<file path="src/rtl/hexscan_pkg.sv">
// Shared constants and the hexadecimal glyph table for the hex scan display.
// Assumes segment bit order a=bit0 .. g=bit6 and active-high encoding.
package hexscan_pkg;

    localparam int NIB_W = 4;
    localparam int SEG_N = 7;

    // Active-high segment pattern for one hexadecimal nibble.
    function automatic logic [SEG_N-1:0] hex_glyph(input logic [NIB_W-1:0] v);
        logic [SEG_N-1:0] g;
        case (v)
            4'h0: g = 7'h3F;
            4'h1: g = 7'h06;
            4'h2: g = 7'h5B;
            4'h3: g = 7'h4F;
            4'h4: g = 7'h66;
            4'h5: g = 7'h6D;
            4'h6: g = 7'h7D;
            4'h7: g = 7'h07;
            4'h8: g = 7'h7F;
            4'h9: g = 7'h67;
            4'hA: g = 7'h77;
            4'hB: g = 7'h7C;
            4'hC: g = 7'h39;
            4'hD: g = 7'h5E;
            4'hE: g = 7'h79;
            default: g = 7'h71;
        endcase
        return g;
    endfunction

endpackage

</file>
<file path="src/rtl/hexscan_prescaler.sv">
// Divides the clock into a one-cycle tick every DWELL cycles.
// Assumes DWELL >= 2; the count restarts from zero at reset.
module hexscan_prescaler #(
    parameter int DWELL = 1000
) (
    input  logic clk,
    input  logic rst_n,
    output logic tick_o
);
    localparam int CNT_W = (DWELL > 1) ? $clog2(DWELL) : 1;
    localparam logic [CNT_W-1:0] LAST = CNT_W'(DWELL - 1);

    logic [CNT_W-1:0] cnt_q;

    // Free-running modulo-DWELL counter.
    always_ff @(posedge clk) begin
        if (!rst_n)              cnt_q <= '0;
        else if (cnt_q == LAST)  cnt_q <= '0;
        else                     cnt_q <= cnt_q + 1'b1;
    end

    assign tick_o = (cnt_q == LAST);

endmodule

</file>
<file path="src/rtl/hexscan_sequencer.sv">
// Steps the scan through blank/show phases for each digit in ascending order.
// Assumes tick_i is a single-cycle pulse; wrap_o marks leaving the last digit.
module hexscan_sequencer #(
    parameter int N_DIG = 4
) (
    input  logic                                   clk,
    input  logic                                   rst_n,
    input  logic                                   tick_i,
    output logic [((N_DIG > 1) ? $clog2(N_DIG) : 1)-1:0] digit_o,
    output logic                                   wrap_o,
    output logic [N_DIG-1:0]                       dig_en_o
);
    localparam int IDX_W = (N_DIG > 1) ? $clog2(N_DIG) : 1;
    localparam logic [IDX_W-1:0] LAST_DIG = IDX_W'(N_DIG - 1);

    logic [IDX_W-1:0] digit_q;
    logic             show_q;

    // Blank phase then show phase per digit; advance digit after show.
    always_ff @(posedge clk) begin
        if (!rst_n) begin
            digit_q <= '0;
            show_q  <= 1'b0;
        end else if (tick_i) begin
            if (show_q) begin
                show_q  <= 1'b0;
                digit_q <= (digit_q == LAST_DIG) ? '0 : digit_q + 1'b1;
            end else begin
                show_q  <= 1'b1;
            end
        end
    end

    assign digit_o = digit_q;
    assign wrap_o  = tick_i && show_q && (digit_q == LAST_DIG);

    for (genvar k = 0; k < N_DIG; k++) begin : g_en
        assign dig_en_o[k] = show_q && (digit_q == IDX_W'(k));
    end


    one_digit_chk: assert property (@(posedge clk) disable iff (!rst_n)
        $onehot0(dig_en_o));


    blank_between_chk: assert property (@(posedge clk) disable iff (!rst_n)
        (dig_en_o != '0) |-> ($past(dig_en_o) == '0 || $past(dig_en_o) == dig_en_o));

endmodule

</file>
<file path="src/rtl/hexscan_glyph.sv">
// Converts a nibble and decimal-point request into polarity-adjusted outputs.
// Assumes seg_pol_i=1 means a lit segment is driven high.
module hexscan_glyph
    import hexscan_pkg::*;
(
    input  logic [NIB_W-1:0] nib_i,
    input  logic             dp_lit_i,
    input  logic             seg_pol_i,
    output logic [SEG_N-1:0] seg_o,
    output logic             dp_o
);
    logic [SEG_N-1:0] raw;

    // Look up the glyph and apply output polarity to all eight lines.
    always_comb begin
        raw   = hex_glyph(nib_i);
        seg_o = seg_pol_i ? raw : ~raw;
        dp_o  = seg_pol_i ? dp_lit_i : ~dp_lit_i;
    end

endmodule

</file>
<file path="src/rtl/hexscan_display.sv">
// Captures a bus value on strobe, snapshots it per scan frame and drives a
// multiplexed common-cathode hex display. Assumes one strobe cycle per capture.
module hexscan_display
    import hexscan_pkg::*;
#(
    parameter int N_DIG = 4,
    parameter int DWELL = 1000,
    localparam int BUS_W = N_DIG * 4
) (
    input  logic             clk,
    input  logic             rst_n,
    input  logic [BUS_W-1:0] bus_i,
    input  logic             cap_stb_i,
    input  logic             seg_pol_i,
    input  logic [N_DIG-1:0] dp_mask_i,
    output logic [6:0]       seg_o,
    output logic             dp_o,
    output logic [N_DIG-1:0] dig_en_o
);
    localparam int IDX_W = (N_DIG > 1) ? $clog2(N_DIG) : 1;

    logic             tick;
    logic             wrap;
    logic [IDX_W-1:0] digit;
    logic [BUS_W-1:0] cap_q;
    logic [BUS_W-1:0] snap_q;
    logic [NIB_W-1:0] nib;

    hexscan_prescaler #(.DWELL(DWELL)) u_presc (
        .clk    (clk),
        .rst_n  (rst_n),
        .tick_o (tick)
    );

    hexscan_sequencer #(.N_DIG(N_DIG)) u_seq (
        .clk      (clk),
        .rst_n    (rst_n),
        .tick_i   (tick),
        .digit_o  (digit),
        .wrap_o   (wrap),
        .dig_en_o (dig_en_o)
    );

    // Capture register: loads the bus on strobe, holds otherwise.
    always_ff @(posedge clk) begin
        if (!rst_n)         cap_q <= '0;
        else if (cap_stb_i) cap_q <= bus_i;
    end

    // Frame snapshot: reloads from the capture register only at scan wrap.
    always_ff @(posedge clk) begin
        if (!rst_n)    snap_q <= '0;
        else if (wrap) snap_q <= cap_q;
    end

    assign nib = snap_q[digit*NIB_W +: NIB_W];

    hexscan_glyph u_glyph (
        .nib_i     (nib),
        .dp_lit_i  (dp_mask_i[digit]),
        .seg_pol_i (seg_pol_i),
        .seg_o     (seg_o),
        .dp_o      (dp_o)
    );


    cap_load_chk: assert property (@(posedge clk) disable iff (!rst_n)
        cap_stb_i |=> (cap_q == $past(bus_i)));


    cap_hold_chk: assert property (@(posedge clk) disable iff (!rst_n)
        !cap_stb_i |=> $stable(cap_q));


    snap_hold_chk: assert property (@(posedge clk) disable iff (!rst_n)
        !wrap |=> $stable(snap_q));


    snap_load_chk: assert property (@(posedge clk) disable iff (!rst_n)
        wrap |=> (snap_q == $past(cap_q)));

endmodule

</file>
<file path="config.mk">
export PLATFORM = sky130hd
export DESIGN_NAME = hexscan_display
export DESIGN_NICKNAME = d
export VERILOG_FILES = /design/src/rtl/hexscan_pkg.sv /design/src/rtl/hexscan_prescaler.sv /design/src/rtl/hexscan_sequencer.sv /design/src/rtl/hexscan_glyph.sv /design/src/rtl/hexscan_display.sv
export SDC_FILE = /design/constraint.sdc
export NUM_CORES = 1
export LEC_CHECK = 0
export ABC_CLOCK_PERIOD_IN_PS = 2900
export BUFFER_PORTS_ARGS = -buffer_cell sky130_fd_sc_hd__buf_2
export CAP_MARGIN = 25
export CORE_MARGIN = 2
export CORE_UTILIZATION = 35
export CTS_CLUSTER_SIZE = 8
export DETAILED_ROUTE_END_ITERATION = 16
export GPL_TIMING_DRIVEN = 0
export SLEW_MARGIN = 40
export SYNTH_ARGS = -nofsm -noshare
export SYNTH_HDL_FRONTEND = slang
export SYNTH_HIERARCHICAL = 1
export SYNTH_SLANG_ARGS = --single-unit
</file>
<file path="constraint.sdc">
create_clock -name clk -period 2.9 [get_ports clk]
set_input_delay 0.58 -clock clk [delete_from_list [all_inputs] [get_ports clk]]
set_output_delay 0.58 -clock clk [all_outputs]
set_load 0.01 [all_outputs]
</file>
# Yosys cells after proc, flatten, opt, wreduce, memory -nomap -nowiden
# Memories as Yosys holds them, arrays and structs flattened.
# Cells that the tools add are included.
# op_classes
bitwise,3
n_mux,6
div,0
n_shift,1
n_eq_ne,4
multipliers,0
addsub,2
n_reduce_logical,9
n_lt_le_gt_ge,1
# op_table
operator,count
indexed part select 16 x 5 -> 4 bit,1
"adder 10 x 1 -> 10 bit, second input constant",1
"== test 10 bit, second input constant",1
2-to-1 mux 7 bit,1
inverter 7 bit,1
logical AND 1 bit,6
"== test 2 bit, second input constant",2
"less-than comparator 2 x 3 -> 1 bit, second input constant",1
2-to-1 mux 1 bit,3
"adder 2 x 1 -> 2 bit, second input constant",1
binary-select mux 1 bit (select 2 bit),1
"== test 2 x 1 -> 1 bit, second input constant",1
zero test 2 bit,1
2-to-1 mux 2 bit,1
inverter 1 bit,2
AND reduction 2 bit,1
OR reduction 2 bit,1
# totals
latchBits,0
input_bits,24
romBits,112
mem_bits_rw,0
out_inout_bits,12
mem_count,1
ff_bits,45
# memory_table
name,depth,word_bits,rd,rd_clocked_by_memory_dff,write_ports,line,source
(name not given),16,7,1,0,0,hexscan_pkg.sv:11,case (v)

# Depth between registers and ports, before layout
# Gate-level depths: netlist (run 1).
# depth
depth_word,4
depth_mapped,8

# Cells and area by module
# Netlist (run 1), hierarchy kept.
# by_module_without_submodules
mod,area_each_um2,seq_area_each_um2,cells_per_inst,n_inst
hexscan_display,1333.8,640.6,109,1
hexscan_prescaler,478.0,200.2,54,1
hexscan_glyph,351.6,0.0,48,1
hexscan_sequencer,229.0,60.1,23,1

# Worst setup path before layout (run 1)
# Ideal clock, no wire load.
# synth_timing
path_type,register to output
startpoint,reg u_seq.digit_q[0] (netlist: u_seq/digit_o[0])
endpoint,out seg_o[3]
n_path_buf,1
required_ns,2.320
path_slack_ns,0.357
arrival_ns,1.963
path_stages_with_launch,8
cell_sequence,dfxtp_1 > buf_6 > mux4_2 > inv_1 > ha_1 > a211oi_2 > a21oi_1 > xnor2_1
# synth_between
elab_chain_len,4
# synth_lines
element,line,source
start: declaration,hexscan_sequencer.sv:16,logic [IDX_W-1:0] digit_q;
start signal: assignment,hexscan_sequencer.sv:27,digit_q <= (digit_q == LAST_DIG) ? '0 : digit_q + 1'b1;
indexed part select 16 x 5 -> 4 bit *,hexscan_display.sv:56,assign nib = snap_q[digit*NIB_W +: NIB_W];
net nib[0],hexscan_display.sv:27,logic [NIB_W-1:0] nib;
memory (16 x 7 bit) *,n/a,
inverter 7 bit,hexscan_glyph.sv:17,seg_o = seg_pol_i ? raw : ~raw;
2-to-1 mux 7 bit *,hexscan_glyph.sv:17,
end: declaration,hexscan_display.sv:16,"output logic [6:0] seg_o,"
# Mark *: on every way through the listed nets, which the timed path passes. The rest lies on a longest branch.

# Worst setup path after layout (run 1)
# layout_timing
startpoint,reg u_seq.digit_q[0] (netlist: u_seq/digit_o[0])
endpoint,out seg_o[4]
# Same word-level chain as after synthesis.

==> qor.csv, run 1 <==
stage,metric,value,unit
route,vias_per_cell,4.70,
power,power,1.10,mW
logic_synthesis,seq_area_frac_synth,0.377,
flow_run,max-cap-violations,0,
critical_path,crit_family,multiplexers,
timing,slew_viol_final,0,
critical_path,cp-start-kind,flop,
final_layout,fillers,664,
floorplanning,num_rows,30,
logic_synthesis,yosysTopAreaCell,dfxtp_1,
logic_synthesis,synth.distinct_cells,42,
timing,min_period_over_period,0.960,
critical_path,path_cells,mux4_2 > buf_4 > ha_2 > o32ai_2 > xor2_1 > buf_2,
timing,max_slew_margin,0.628,
clock_tree,clkLatencyLatePin,0.30,ns
route,routedWlPerCell,12.4,um
route,wl_met3,169,um
final_layout,syn_to_final_growth,17.1,%
global_routing,grt_max_degree,15,
global_routing,antenna_found_initial,0,
route,final_antenna_net_count,0,
final_layout,layout-drive-gt1-share,0.274,
floorplanning,pin_count,36,
floorplanning,die_area,7510,um2
logic_synthesis,syn_nets,268,
final_layout,stdcell_area,2800,um2
clock_tree,clk_pin_slew,0.07,ns
floorplanning,initial_utilization,0.356,
critical_path,setup.worst_path.end_class,output pin,
timing,tns,0,ns
timing,timing.final.crit_period,2.78,ns
route,routed-via-count,1679,
timing,worst_slack,0.115,ns
route,post-route-drc-count,0,
global_routing,grt_overflow,0,
timing,setup_viol,0,
global_routing,grt_pass1_wl,7.29,mm
place,dp_hpwl,3.23,mm
route,route.met2.wl,2.00,mm
logic_synthesis,synth.avg_cell_area,10.2,um2
final_layout,multi_input_area,1370,um2
clock_tree,clk_path_buf_depth,2,
critical_path,cpPeakStageDelay,0.59,ns
timing,fmax,0.359,GHz
critical_path,path_max_fanout,8,
critical_path,critPathBufInv,2,
floorplanning,coreArea,6720,um2
clock_tree,numCtsBuffers,5,
logic_synthesis,synthCells,234,
route,wl_met1,2.18,mm
final_layout,final_nets,312,
global_routing,grtUsageTotal,0.124,
logic_synthesis,yosysWarnings,6,
clock_tree,hold_buffers,0,
clock_tree,clock_sinks,45,
critical_path,critPathSlowestCell,mux4_2,
route,drt_first_pass_iters,4,
critical_path,critPathArrivalTime,2.20,ns
global_routing,grt_pass1_vias,1521,
place,placed_area,2660,um2
logic_synthesis,ys_ff_latch,45,
final_layout,diodes,0,
clock_tree,cts.htree.levels,2,
final_layout,utilization,0.417,
status,status,completed,
floorplanning,dieHeight,86.7,um
place,portBuffers,33,
route,top_layer,met4,
logic_synthesis,synth_area,2390,um2
power,vdd_drop_max,0.226,mV
place,post-place-ws,0.120,ns
route,drt_iter0_drc,81,
logic_synthesis,synth_top_area_share,0.377,
critical_path,cp_data_required_time,2.32,ns
clock_tree,cts_tree,built,
power,power_leakage,1.10,nW
final_layout,regArea,906,um2
timing,rsz0062_at_grt,true,
timing,finalHoldViolations,0,
power,p_per_area,393,nW/um2
timing,tightest_slew,0.554,ns
place,gp_congestion,0.790,
route,wirelength,4.41,mm
logic_synthesis,synth.area.top_cells,"dfxtp_1 (38%), mux2i_1 (14%), nor2b_1 (8.6%)",
floorplanning,die_w,86.7,um
timing,skew,0.00642,ns
clock_tree,root_buffer,clkbuf_8,
critical_path,worstSetupPathType,reg -> out,
worst_hold_path,min_path_type,reg -> reg,
[cell type report]
cell class / count / area share
well taps: 80 / 0.0357
plain buffers: 13 / 0.0393
repair buffers: 38 / 0.0724
inverters: 10 / 0.0134
flip-flops and latches: 45 / 0.323
multi-input cells: 165 / 0.490
clock inverters: 1 / 0.00179
clock buffers: 5 / 0.0246
[cells by family (layout without fill, tap and decap cells)]
kind of cell,after synthesis,in the layout,share of synthesized area
flops,45,45,0.377
buf+inv,24,67,0.0664
simple gates,76,76,0.190
mux,38,38,0.185
xor+xnor,13,13,0.0476
fa+ha+maj,10,10,0.0523
compound gates,28,28,0.0821
[registers in the layout (all words and copies together), names as in the netlist]
| name | flops |
|---|---|
| u_seq/show_q | 1 |
| u_presc/cnt_q | 10 |
| snap_q | 16 |
| u_seq/digit_o | 2 |
| cap_q | 16 |
[routing by layer]
layer | global-route usage | vias up
li1 | - | 886
met1 | 0.167 | 756
met2 | 0.194 | 32
met3 | 0.0286 | 5
met4 | 0.0426 | 0
met5 | 0 | -
[worst register-to-register path, delay by kind of cell (launching register included)]
kind | cells | cell delay, ns
adders and majority gates | 1 | 0.24
buffers and inverters | 2 | 0.36
DFF | 1 | 0.37
muxes | 1 | 0.20
and+or+nand+nor | 4 | 1.10
[synth_stat cells (all sizes together)]
| cell type | count |
|---|---|
| a211oi | 1 |
| o211a | 1 |
| xnor2 | 6 |
| nor3b | 1 |
| or3 | 2 |
| a31oi | 1 |
| or4 | 2 |
| mux2i | 33 |
| nand3 | 5 |
| o32ai | 1 |
| nand2 | 8 |
| nor2 | 9 |
| mux4 | 5 |
| o21ai | 7 |
| dfxtp | 45 |
| xor2 | 7 |
| nand4 | 2 |
| buf | 11 |
| inv | 10 |
| o31a | 1 |
| o211ai | 3 |
| ha | 10 |
| nand2b | 1 |
| nor2b | 33 |
| a21boi | 2 |
| o21a | 3 |
| and2 | 6 |
| o31ai | 1 |
| and3 | 2 |
| and4bb | 1 |
| nor3 | 3 |
| nand4bb | 1 |
| clkbuf | 3 |
| a21oi | 7 |
[where the power goes]
part	internal, mW	switching (mW)
logic	0.0497	0.0437
clock network	0.159	0.197
registers	0.637	0.0147
total	0.845	0.255
[stage by stage]
stage	instances	hold WS [ns]
after floorplan	234	0.429
after global placement	347	0.444
after detailed placement	347	0.450
after CTS	353	0.469
after global routing	357	0.512
final	357	0.467
[worst paths after layout]
| path | from | end | slack (ns) | cells after the start |
|---|---|---|---|---|
| worst max-delay path | u_seq/digit_o[0] | seg_o[4] | 0.12 | 6 |
| worst min-delay path | u_presc/cnt_q[0] | u_presc/cnt_q[0] | 0.47 | 1 |
| worst max register to register | u_presc/cnt_q[0] | snap_q[10] | 0.53 | 8 |
| worst min register to register | u_presc/cnt_q[0] | u_presc/cnt_q[0] | 0.47 | 1 |
[cell usage in the layout, fill, tap and decap left out, types with 4 or more instances in the layout]
master,n
clkbuf_8,5
xor2_1,7
nor2b_1,33
buf_2,34
nand2_1,8
buf_6,5
dfxtp_1,43
buf_4,8
ha_1,7
xnor2_1,6
a21oi_1,6
inv_1,8
nor2_1,9
o21ai_1,5
mux4_2,5
mux2i_1,33
nand3_1,4
[repair_timing]
action / CTS / global route
setup endpoints to repair: 7 / 4
resized for setup: 5 / 6
pin swaps: 0 / 2
buffers inserted: 1 / 4
cloned: 0 / 0
No activity file was read; power rests on OpenSTA's default activity.
==> run 2, diff against run 1 <==
==> constraint.sdc (replaced) <==
create_clock -name clk -period 2.9 [get_ports clk]
set_input_delay 0.58 -clock clk [delete_from_list [all_inputs] [get_ports clk]]
set_output_delay 0.58 -clock clk [all_outputs]
set_load 0.005 [all_outputs]
==> qor.csv, run 2 (synthesis results as in run 1) <==
stage,metric,value,unit,change
status,status,completed,,
critical_path,endpoint,seg_o[4],,
route,vias_per_cell,4.69,,-0.18%
critical_path,ff2ff_setup_slack,0.53,ns,about the same
timing,max_slew_margin,0.628,,unchanged
critical_path,timing.rr.start,u_presc/cnt_q[0],,
final_layout,reg_top3,"cap_q: 16 flops, snap_q: 16 flops, u_presc/cnt_q: 10 flops",,
clock_tree,cts_tree,built,,
route,routed-via-count,1676,,-0.18%
critical_path,setup.worst_path.end_class,output pin,,
clock_tree,clkLatencyLatePin,0.30,ns,about the same
power,power_leakage,1.10,nW,about the same
critical_path,cp-start-kind,flop,,
place,portBuffers,33,,unchanged
timing,finalHoldViolations,0,,unchanged
route,drt_first_pass_iters,4,,unchanged
power,vdd_drop_max,0.226,mV,about the same
route,final_antenna_net_count,0,,unchanged
timing,fmax,0.360,GHz,+0.37%
flow_run,max-cap-violations,0,,unchanged
floorplanning,die_area,7510,um2,unchanged
clock_tree,clk_pin_slew,0.07,ns,about the same
worst_hold_path,min_path_type,reg -> reg,,
critical_path,path_max_fanout,8,,unchanged
worst_hold_path,hp-start,u_presc/cnt_q[0],,
route,routedWlPerCell,12.4,um,about the same
route,route.met2.wl,2.00,mm,+0.20%
global_routing,grt_pass1_vias,1521,,unchanged
route,drt_iter0_drc,81,,unchanged
critical_path,worstSetupPathType,reg -> out,,
route,wl_met1,2.18,mm,about the same
final_layout,syn_to_final_growth,16.8,%,
clock_tree,root_buffer,clkbuf_8,,
route,wl_met3,169,um,unchanged
critical_path,cp_data_required_time,2.32,ns,about the same
timing,tns,0,ns,unchanged
critical_path,reg2regPathDepth,8,,unchanged
timing,setup_viol,0,,unchanged
timing,timing.final.crit_period,2.77,ns,-0.0104 ns
timing,slew_viol_final,0,,unchanged
final_layout,layout-drive-gt1-share,0.274,,unchanged
timing,min_period_over_period,0.957,,-0.00357
floorplanning,dieHeight,86.7,um,unchanged
route,post-route-drc-count,0,,unchanged
timing,tightest_slew,0.554,ns,unchanged
power,p_per_area,393,nW/um2,about the same
global_routing,antenna_found_initial,0,,unchanged
global_routing,grt_overflow,0,,unchanged
clock_tree,clock_sinks,45,,unchanged
timing,rsz0062_at_grt,false,,
critical_path,crit_start,u_seq/digit_o[0],,
global_routing,grt_pass1_wl,7.29,mm,unchanged
clock_tree,clk_path_buf_depth,2,,unchanged
place,placed_cells,347,,unchanged
final_layout,final_nets,312,,unchanged
final_layout,fillers,666,,+0.30%
route,wirelength,4.42,mm,about the same
global_routing,grt_max_degree,15,,unchanged
final_layout,final_common_cell,dfxtp_1,,
clock_tree,numCtsBuffers,5,,unchanged
final_layout,diodes,0,,unchanged
place,dp_hpwl,3.23,mm,unchanged
clock_tree,cts.htree.levels,2,,unchanged
final_layout,layout_common_cells,"dfxtp_1 (43), buf_2 (34), mux2i_1 (33), nor2b_1 (33), nor2_1 (9)",,
floorplanning,pin_count,36,,unchanged
critical_path,critPathArrivalTime,2.19,ns,about the same
global_routing,grtUsageTotal,0.124,,unchanged
timing,skew,0.00642,ns,unchanged
clock_tree,hold_buffers,0,,unchanged
floorplanning,die_w,86.7,um,unchanged
floorplanning,initial_utilization,0.356,,unchanged
critical_path,r2r_end,snap_q[10],,
final_layout,fin_cells,357,,unchanged
floorplanning,num_rows,30,,unchanged
route,top_layer,met4,,
floorplanning,coreArea,6720,um2,unchanged
place,gp_congestion,0.790,,unchanged
[run 2: final cells by class]
type	instances	area, um2	share of cell area
repair buffers	38	203	0.0725
multi-input cells	165	1360	0.488
flip-flops and latches	45	906	0.324
clock buffers	5	68.8	0.0246
plain buffers	13	110	0.0394
clock inverters	1	5.00	0.00179
well taps	80	100	0.0358
inverters	10	37.5	0.0134
[run 2: critical path, stage by stage (launching register included)]
cell     delay (ns)
dfxtp_4        0.41
mux4_2         0.59
buf_4          0.17
ha_2           0.17
o32ai_2        0.27
xor2_1         0.16
buf_2          0.13
[run 2: how the worst min path moves through the flow]
| stage | endpoint | slack, ns | depth (start not counted) |
|---|---|---|---|
| floorplan | u_presc/cnt_q[0] | 0.43 | 1 |
| global placement | u_presc/cnt_q[0] | 0.44 | 1 |
| detailed placement | u_presc/cnt_q[0] | 0.45 | 1 |
| CTS | u_presc/cnt_q[0] | 0.47 | 1 |
| global route | u_presc/cnt_q[0] | 0.51 | 1 |
| finish | u_presc/cnt_q[0] | 0.47 | 1 |
[run 2: where the power goes]
| part | internal (mW) | switching (mW) | total [mW] | leakage [nW] |
|---|---|---|---|---|
| clock | 0.159 | 0.197 | 0.355 | 0.0399 |
| sequential | 0.637 | 0.0147 | 0.652 | 0.368 |
| combinational | 0.0496 | 0.0412 | 0.0908 | 0.688 |
| total | 0.845 | 0.253 | 1.10 | 1.10 |
[run 2: per-layer routing]
layer / up-vias / GRT usage
met1: 752 / 0.167
li1: 887 / -
met2: 32 / 0.194
met3: 5 / 0.0286
met4: 0 / 0.0426
met5: - / 0
[run 2: what timing repair did]
action,in CTS,in global routing
pin swaps,0,2
setup buffers,1,4
gates resized for setup,5,5
endpoints found under the setup margin,7,4
[run 2: stage by stage]
stage	setup slack (ns)	hold slack, ns	power (mW)	cell area (um2)	util
2_1_floorplan	0.432	0.429	0.723	2390	-
3_3_place_gp	0.183	0.444	0.757	2660	0.396
3_5_place_dp	0.138	0.450	0.760	2660	0.396
4_1_cts	0.0385	0.469	1.12	2730	0.407
5_1_grt	0.0122	0.512	1.15	2790	0.416
6_report	0.126	0.467	1.10	2790	0.416
